### src/rtl/acc_repack.sv
module acc_repack #(
  parameter int NUM_ACC = 4,
  parameter int MAIN_W  = 32,
  parameter int EXT_W   = 8,
  parameter int STORE_W = 64,
  parameter int SR_W    = 8
) (
  input  logic                              clk,
  input  logic                              rst_n,
  input  logic                              sr_wr_en,
  input  logic [SR_W-1:0]                   sr_wr_data,
  output logic [SR_W-1:0]                   sr_q,
  output logic                              mode_frac,
  output logic                              mode_signed,
  output logic                              busy,
  input  logic [$clog2(NUM_ACC)-1:0]        acc_sel,
  input  logic                              acc_wr_en,
  input  logic [MAIN_W+2*EXT_W-1:0]         acc_wr_data,
  output logic [STORE_W-1:0]                acc_rd_data
);
  localparam int LOG_W = MAIN_W + 2*EXT_W;
  localparam int IDX_W = $clog2(NUM_ACC);
  localparam int PAD_W = STORE_W - LOG_W;
  localparam logic [IDX_W-1:0] LAST = IDX_W'(NUM_ACC - 1);

  logic [STORE_W-1:0] acc [NUM_ACC];
  logic [SR_W-1:0]    pend;
  logic [IDX_W-1:0]   idx;
  logic               mode_change;

  function automatic logic [STORE_W-1:0] widen(input logic [LOG_W-1:0] v, input logic zfill);
    return zfill ? {{PAD_W{1'b0}}, v} : {{PAD_W{v[LOG_W-1]}}, v};
  endfunction

  function automatic logic [STORE_W-1:0] repack(input logic [LOG_W-1:0] w, input logic old_f,
                                                input logic new_f, input logic new_s);
    logic [EXT_W-1:0]  hi, lo;
    logic [MAIN_W-1:0] mn;
    logic [LOG_W-1:0]  p;
    hi = w[LOG_W-1 -: EXT_W];
    mn = old_f ? w[EXT_W +: MAIN_W] : w[MAIN_W-1:0];
    lo = old_f ? w[EXT_W-1:0] : w[MAIN_W +: EXT_W];
    p  = new_f ? {hi, mn, lo} : {hi, lo, mn};
    return widen(p, !new_f && !new_s);
  endfunction

  assign mode_frac   = sr_q[0];
  assign mode_signed = sr_q[1];
  assign mode_change = sr_wr_data[1:0] != sr_q[1:0];
  assign acc_rd_data = acc[acc_sel];

  always_ff @(posedge clk or negedge rst_n) begin
    if (!rst_n) begin
      busy <= 1'b0;
      idx  <= '0;
      sr_q <= '0;
      pend <= '0;
      for (int i = 0; i < NUM_ACC; i++) acc[i] <= '0;
    end else if (busy) begin
      acc[idx] <= repack(acc[idx][LOG_W-1:0], sr_q[0], pend[0], pend[1]);
      if (idx == LAST) begin
        busy <= 1'b0;
        idx  <= '0;
        sr_q <= pend;
      end else begin
        idx <= idx + 1'b1;
      end
    end else begin
      if (acc_wr_en) acc[acc_sel] <= widen(acc_wr_data, !sr_q[0] && !sr_q[1]);
      if (sr_wr_en) begin
        if (mode_change) begin
          busy <= 1'b1;
          pend <= sr_wr_data;
        end else begin
          sr_q <= sr_wr_data;
        end
      end
    end
  end
endmodule


### config.mk
export PLATFORM = sky130hd
export DESIGN_NAME = acc_repack
export DESIGN_NICKNAME = d
export VERILOG_FILES = /design/src/rtl/acc_repack.sv
export SDC_FILE = /design/constraint.sdc
export NUM_CORES = 1
export LEC_CHECK = 0
export BUFFER_PORTS_ARGS = -buffer_cell sky130_fd_sc_hd__buf_2
export CORE_AREA = 2 2 166 168
export CTS_CLUSTER_DIAMETER = 40
export DETAILED_ROUTE_END_ITERATION = 10
export DIE_AREA = 0 0 168 170
export GPL_TIMING_DRIVEN = 0
export PLACE_DENSITY = 0.71
export RECOVER_POWER = 100
export SLEW_MARGIN = 20
export SYNTH_ARGS = -nofsm -noshare
export SYNTH_HDL_FRONTEND = slang
export SYNTH_SLANG_ARGS = --single-unit
### constraint.sdc
create_clock -name clk -period 7.7 [get_ports clk]
set_clock_uncertainty 0.05 [all_clocks]
set_input_delay 1.925 -clock clk [delete_from_list [all_inputs] [get_ports clk]]
set_output_delay 1.925 -clock clk [all_outputs]
set_load 0.03 [all_outputs]
==> summary.md, run 1 <==
| Metric | Value |
|---|---|
| Die Height | 170 um |
| Die W | 168 um |
| Clock Tree Buf Depth | 3 |
| Leading post-synthesis cells by cell area | dfrtp_1 (37%), mux2i_1 (14%), o221ai_1 (10%), mux4_2 (8.9%), a22oi_1 (3.8%) |
| Crit-path slowest cell | clkbuf_1 |
| Post-CTS setup buffers | 0 |
| Pwr dens | 599 mW/mm2 |
| DR pass1 iterations | 6 |
| Drt total wl | 56500 um |
| Top_reg_cell synth | dfrtp_1 |
| Mapped Avg Cell Area | roughly 11 um2 |
| Initial Utilization | 0.543 |
| Crit-path cells | clkbuf_1 -> clkbuf_1 -> clkbuf_1 -> mux4_2 -> clkbuf_4 -> buf_2 |
| First-pass GRT wire length | ~85000 um |
| GRT Overall Usage | 0.392 |
| Gr ovfl total | 0 |
| Proportion of layout cells with a drive suffix above 1 | 0.210 |
| Grt peak-use layer | met2 |
| Post-Place Worst Slack | 1860 ps |
| Largest net degree at the start of global routing | 94 |
| Worst-path clk slew | ~50 ps |
| Met1 GRT Util | 0.527 |
| DR DRC count | 0 |
| Crit Path Max Fanout | 16 |
| Top cell type's share of synthesized area | 0.372 |
| Layout overhead on the synthesized area | 16.0% |
| H-tree lvl count | 2 |
| Register area share after synthesis | 0.372 |
| Hold Path Depth | 1 |
| Sink Count | 215 |
| Met3 Resource Use GR | 0.134 |
| # IOs | ~140 |
| Clock Tree Root | clkbuf_16 |
| Max Fclk | approximately 160 MHz |
| Vias per inst | 7.40 |
| Reg-to-reg slack, setup | just over 4000 ps |
| Status | finished with violations |
| Number of buffers added on ports | ~140 |
| Synth warn | 0 |
| Routed vias | 14146 |
| Met2 Use GR | 0.566 |
| Hold/Removal Path Class | register to register |
| # diodes | 0 |
| Initial antenna violation count | 1 |
| Setup crit end kind | primary output |
| Number of flops mapped to enable cells by yosys | 0 |
| Sequential share of power | 0.221 |
| Async SR Flop Fraction | 1.00 |
| Most frequent cells in the layout | dfrtp_1 (215), mux2i_1 (208), o221ai_1 (168) |
| Post-CTS Hold Fix Bufs | 0 |
| Post-CTS Resized | 0 |
| DIE AREA | 0.0286 mm2 |
| Final Hold Viols | 0 |
| Share of total power in the clock network | 0.188 |
| Maxcap violations | 4 |
| 1st-iter DRT viols | approximately 2500 |
| Setup Crit Path Kind | input port to primary output |
| Placed cells | 1839 |
| Fin. max-slew vios | ~230 |
| Static leakage power | 6.76 nW |
| Mapped Area | between 0.01 and 0.015 mm2 |
| Fin cells | approximately 1900 |
| Final nets | 1606 |
| Vias in the first global route | 13979 |
| Final min period | 6160 ps |
| DPL Wire Length | 37000 um |
| Syn nets | 1426 |
| Setup TNS Final | 0 ps |
| Worst slew pin tran | between 2000 and 3000 ps |
| Required time of the critical path | 5730 ps |
| DR WL/cell | 29.6 um |
| Placed cell area | 0.0156 mm2 |
| Final Cycle Share | 0.800 |
| Post-route cell area | 0.0168 mm2 |
| Final setup fails | 0 |
| Max VDD drop | ~310 uV |
| TritonCTS clock tree | built |
| Filler cells | about 2300 |
| Post-synth cell types | 48 |
| Int Power | 5.01 mW |
| Worst-Skew Late Latency | 530 ps |
| Switch share | 0.502 |
| TritonCTS buffer count | 40 |
| GPL Wtd Cong | 0.982 |
| #FFs+latches synth | 215 |
| Worst slew margin | -0.921 |
| Leading area contributor after synthesis | dfrtp_1 |
| Combinational Power Share | 0.590 |
| Final WS setup | 1540 ps |
| Final ANT Viol Nets | 0 |
| CP peak stage delay | around 640 ps |
| Row cnt | 60 |
| Commonest non-fill, non-tap cell in the layout | dfrtp_1 |
| Sw Pwr | 5.05 mW |
| Crit path DAT | 4180 ps |
| Startpoint Class | input port |
| Core Footprint | 0.0267 mm2 |
| Total power | 10.1 mW |
| Failing checks | capacitance limit, slew limit |
| Crit path top cell by count | clkbuf_1 |
| Synth Instances | ~1400 |
| Worst r2r path cells | 6 |
| RSZ-0062 raised after global routing | no |
## path summary, 6_finish.rpt
path | from | to
hold reg to reg | pend[5] | pend[5]
min in group asynchronous | rst_n | sr_q[7]
setup reg to reg | busy | acc[225]
hold / removal | pend[5] | pend[5]
max in group asynchronous | rst_n | acc[209]
setup / recovery | acc_sel[1] | acc_rd_data[52]
## registers in the layout, indices dropped and copies added (netlist names)
register  flops
idx           2
acc         196
pend          8
sr_q          8
busy          1
## layout make-up
cell class	count	area, um2	area share
Clock inverter	20	293	0.0174
Buffer	160	843	0.0502
Multi-Input combinational cell	982	8090	0.482
Inverter	3	11.3	0.000671
Clock buffer	52	1130	0.0672
Tap cell	341	427	0.0254
Timing Repair Buffer	138	613	0.0365
Sequential cell	215	5380	0.321
## cell families after synthesis
| logic type | share of synthesized area |
|---|---|
| AO/OA/AOI/OAI | 0.205 |
| AND/OR/NAND/NOR | 0.101 |
| multiplexers | 0.251 |
| flip-flops | 0.372 |
| buffers and inverters | 0.0666 |
| adder cells (fa/ha/maj) | 0.00346 |
| XOR/XNOR | 0.00121 |
## metrics by stage
step                      hold slack, ps  utilization
after floorplan                      423            -
after global placement               432        0.585
after detailed placement             437        0.587
after CTS                            449        0.640
after global routing                 466        0.630
final                                450        0.630
## power groups by stage
| stage | clock network, mW | registers (mW) | logic [mW] |
|---|---|---|---|
| finish | 1.89 | 2.23 | 5.94 |
| global route | 1.94 | 2.28 | 6.18 |
| CTS | 1.89 | 2.20 | 5.82 |
| detailed placement | 0 | 2.20 | 5.78 |
| global placement | 0 | 2.18 | 5.69 |
| floorplan | 0 | 2.09 | 4.08 |
## synth_stat cells (all sizes together), types with 2 or more instances
library cell	count
and2	3
o221ai	168
a31oi	4
mux2	24
o21a	2
nand3	22
nand2b	47
a221o	8
nor2b	3
dfrtp	215
a22oi	94
o31ai	2
inv	3
buf	98
ha	4
xor2	2
o22ai	40
a21oi	10
o21ai	46
nand2	94
clkbuf	62
mux2i	208
or2	3
mux4	57
nor2	131
## per-layer routing
metal  up-vias  share of wire
li1       5671              -
met1      6976           0.38
met2      1270           0.42
met3       227           0.15
met4         2          0.050
met5         -        0.00025
## worst max-delay path: cells and delay by family
family                 cells  cell delay, ps
muxes                      1             560
buffers and inverters      5            1690
Power figures use the tool's default switching activity.
==> inputs of run 2 (changes only) <==
- PLACE_DENSITY: 0.71 -> 0.74
- clock period: 7.7 -> 5 ns (I/O delays scaled with it)
==> run 2 against run 1 <==
  * The run still ends with capacitance limit, slew limit left
  * Clock power rose by 45%
  * Sequential power rose by 55%
  * Register-to-register slack got worse by 3200 ps
  * Count of clock-buffer cells in the layout fell by 5
  * Core utilization rose by 0.33 points
  * Final area rose by 0.53%
  * Critical endpoint unchanged
==> summary.md, run 2 (synthesis gave the netlist of run 1 again) <==
| Metric | Value |
|---|---|
| Max reg flops | 196 |
| Setup Crit Path Kind | input port to primary output |
| Crit Path Max Fanout | 16 |
| Post-Place Worst Slack | 512 ps |
| Routed vias | 14013 |
| Crit path DAT | approximately 3200 ps |
| Gr ovfl total | 0 |
| Worst slew pin tran | 3670 ps |
| Failing checks | capacitance limit, slew limit |
| Most frequent cells in the layout | dfrtp_1 (215), mux2i_1 (208), o221ai_1 (168) |
| Int Power | 7.63 mW |
| Met3 Resource Use GR | 0.138 |
| Met2 Use GR | 0.564 |
| Post-CTS setup buffers | 0 |
| GRT Overall Usage | 0.391 |
| Reg-to-reg slack, setup | 900 ps |
| Clock Tree Root | clkbuf_16 |
| Proportion of layout cells with a drive suffix above 1 | 0.227 |
| 1st-iter DRT viols | 2198 |
| Crit-path slowest cell | clkbuf_1 |
| Layout overhead on the synthesized area | 16.6% |
| H-tree lvl count | 2 |
| Hold Path Sink | pend[6] |
| Final min period | 4540 ps |
| Static leakage power | roughly 7 nW |
| Combinational Power Share | 0.598 |
| Status | finished with violations |
| Max Fclk | 220 MHz |
| Post-CTS Resized | 0 |
| Hold/Removal Path Class | register to register |
| Final WS setup | 463 ps |
| Sw Pwr | 7.76 mW |
| Fin cells | 1906 |
| Final setup fails | 0 |
| # diodes | 0 |
| Final nets | 1604 |
| Fin. max-slew vios | 75 |
| First-pass GRT wire length | 84300 um |
| DR pass1 iterations | 7 |
| DIE AREA | 0.0286 mm2 |
| Core Footprint | 0.0267 mm2 |
| RR Endpoint | acc[156] |
| Final Cycle Share | 0.907 |
| R2R Path Start | idx[1] |
| Share of total power in the clock network | 0.178 |
| Sequential share of power | 0.224 |
| Biggest regs | acc x196, pend x8, sr_q x8 |
| Largest reg by FF count | acc |
| Initial antenna violation count | 2 |
| RSZ-0062 raised after global routing | no |
| # IOs | 137 |
| CP peak stage delay | between 600 and 700 ps |
| Worst-path clk slew | about 50 ps |
| Pwr dens | about 910 mW/mm2 |
| Worst slew margin | -1.45 |
| Vias in the first global route | 13849 |
| Clock Tree Buf Depth | 3 |
| Die W | 168 um |
| Placed cells | 1839 |
| Final ANT Viol Nets | 0 |
| Number of buffers added on ports | between 100 and 150 |
| Vias per inst | 7.35 |
| Drt total wl | about 56000 um |
| Setup crit end kind | primary output |
| GPL Wtd Cong | 0.991 |
| Startpoint Class | input port |
| Worst-Skew Late Latency | 530 ps |
| Setup TNS Final | 0 ps |
| Met1 GRT Util | 0.520 |
| Initial Utilization | 0.543 |
| Final Hold Viols | 0 |
| Grt peak-use layer | met2 |
| Crit path top cell by count | buf_2 |
| Sink Count | 215 |
| Hold_ws | around 450 ps |
| Max VDD drop | 444 uV |
| DPL Wire Length | 36600 um |
| Hold Path Depth | 1 |
| Die Height | 170 um |
| Total power | 15.4 mW |
| Worst r2r path cells | 9 |
| DR DRC count | 0 |
| Crit-path cells | buf_2 -> buf_2 -> clkbuf_1 -> mux4_2 -> clkbuf_4 -> buf_2 |
| Maxcap violations | 1 |
| Min-Delay Startpoint | pend[6] |
| Required time of the critical path | 3700 ps |
| Switch share | 0.504 |
| TritonCTS buffer count | 38 |
| Largest net degree at the start of global routing | 76 |
| TritonCTS clock tree | built |
| DR WL/cell | 29.3 um |
| Post-CTS Hold Fix Bufs | 0 |
| Row cnt | 60 |
| Commonest non-fill, non-tap cell in the layout | dfrtp_1 |
==> run 2: changes by cell type in the layout (fill, tap and decap cells not counted), moves of 2 or more <==
cell	delta
buf_16	+2
buf_2	+13
buf_6	+10
bufinv_16	-2
clkbuf_1	-26
clkbuf_2	-2
clkbuf_8	-4
clkinv_4	+3
o21ai_0	-33
o21ai_1	+32
==> run 2: worst max-delay path: cells and delay by family <==
| kind | cells | cell delay (ps) |
|---|---|---|
| multiplexers | 1 | 560 |
| buffers and inverters | 5 | 1430 |
==> run 2: per-stage QoR <==
step | util | instance area [um2]
2_1_floorplan | - | 14500
3_3_place_gp | 0.585 | 15600
3_5_place_dp | 0.587 | 15600
4_1_cts | 0.637 | 17000
5_1_grt | 0.633 | 16900
6_report | 0.633 | 16900
==> run 2: power by group through the flow <==
| stage | registers [mW] | logic (mW) | clock network (mW) |
|---|---|---|---|
| 4_1_cts | 3.40 | 8.93 | 2.72 |
| 2_1_floorplan | 3.23 | 6.29 | 0 |
| 6_report | 3.45 | 9.20 | 2.74 |
| 3_5_place_dp | 3.40 | 8.86 | 0 |
| 3_3_place_gp | 3.36 | 8.71 | 0 |
| 5_1_grt | 3.53 | 9.60 | 2.81 |
==> run 2: area by class of cell <==
class,instances,area (um2)
clock inverter,20,255
fill,2186,9780
clock buffer,47,1070
tap,341,427
timing repair buffer,138,672
sequential,215,5380
multi-input combinational,982,8130
buffer,160,933
inverter,3,11.3
==> run 2: worst max path at each step <==
stage | end | from | slack (ps) | cells after the start
after floorplan | acc_rd_data[49] | acc_sel[0] | 1080 | 4
after detailed placement | acc_rd_data[52] | acc_sel[1] | 510 | 6
after global placement | acc[17] | rst_n | -1290 | 1
after global routing | acc[4] | rst_n | 250 | 1
final | acc_rd_data[52] | acc_sel[1] | 460 | 6
after CTS | acc_rd_data[52] | acc_sel[1] | 490 | 6
==> run 2: per-layer routing <==
metal,vias up,share of wire
met2,1259,0.43
met5,-,0
met1,6833,0.37
met4,0,0.057
met3,249,0.14
li1,5672,-
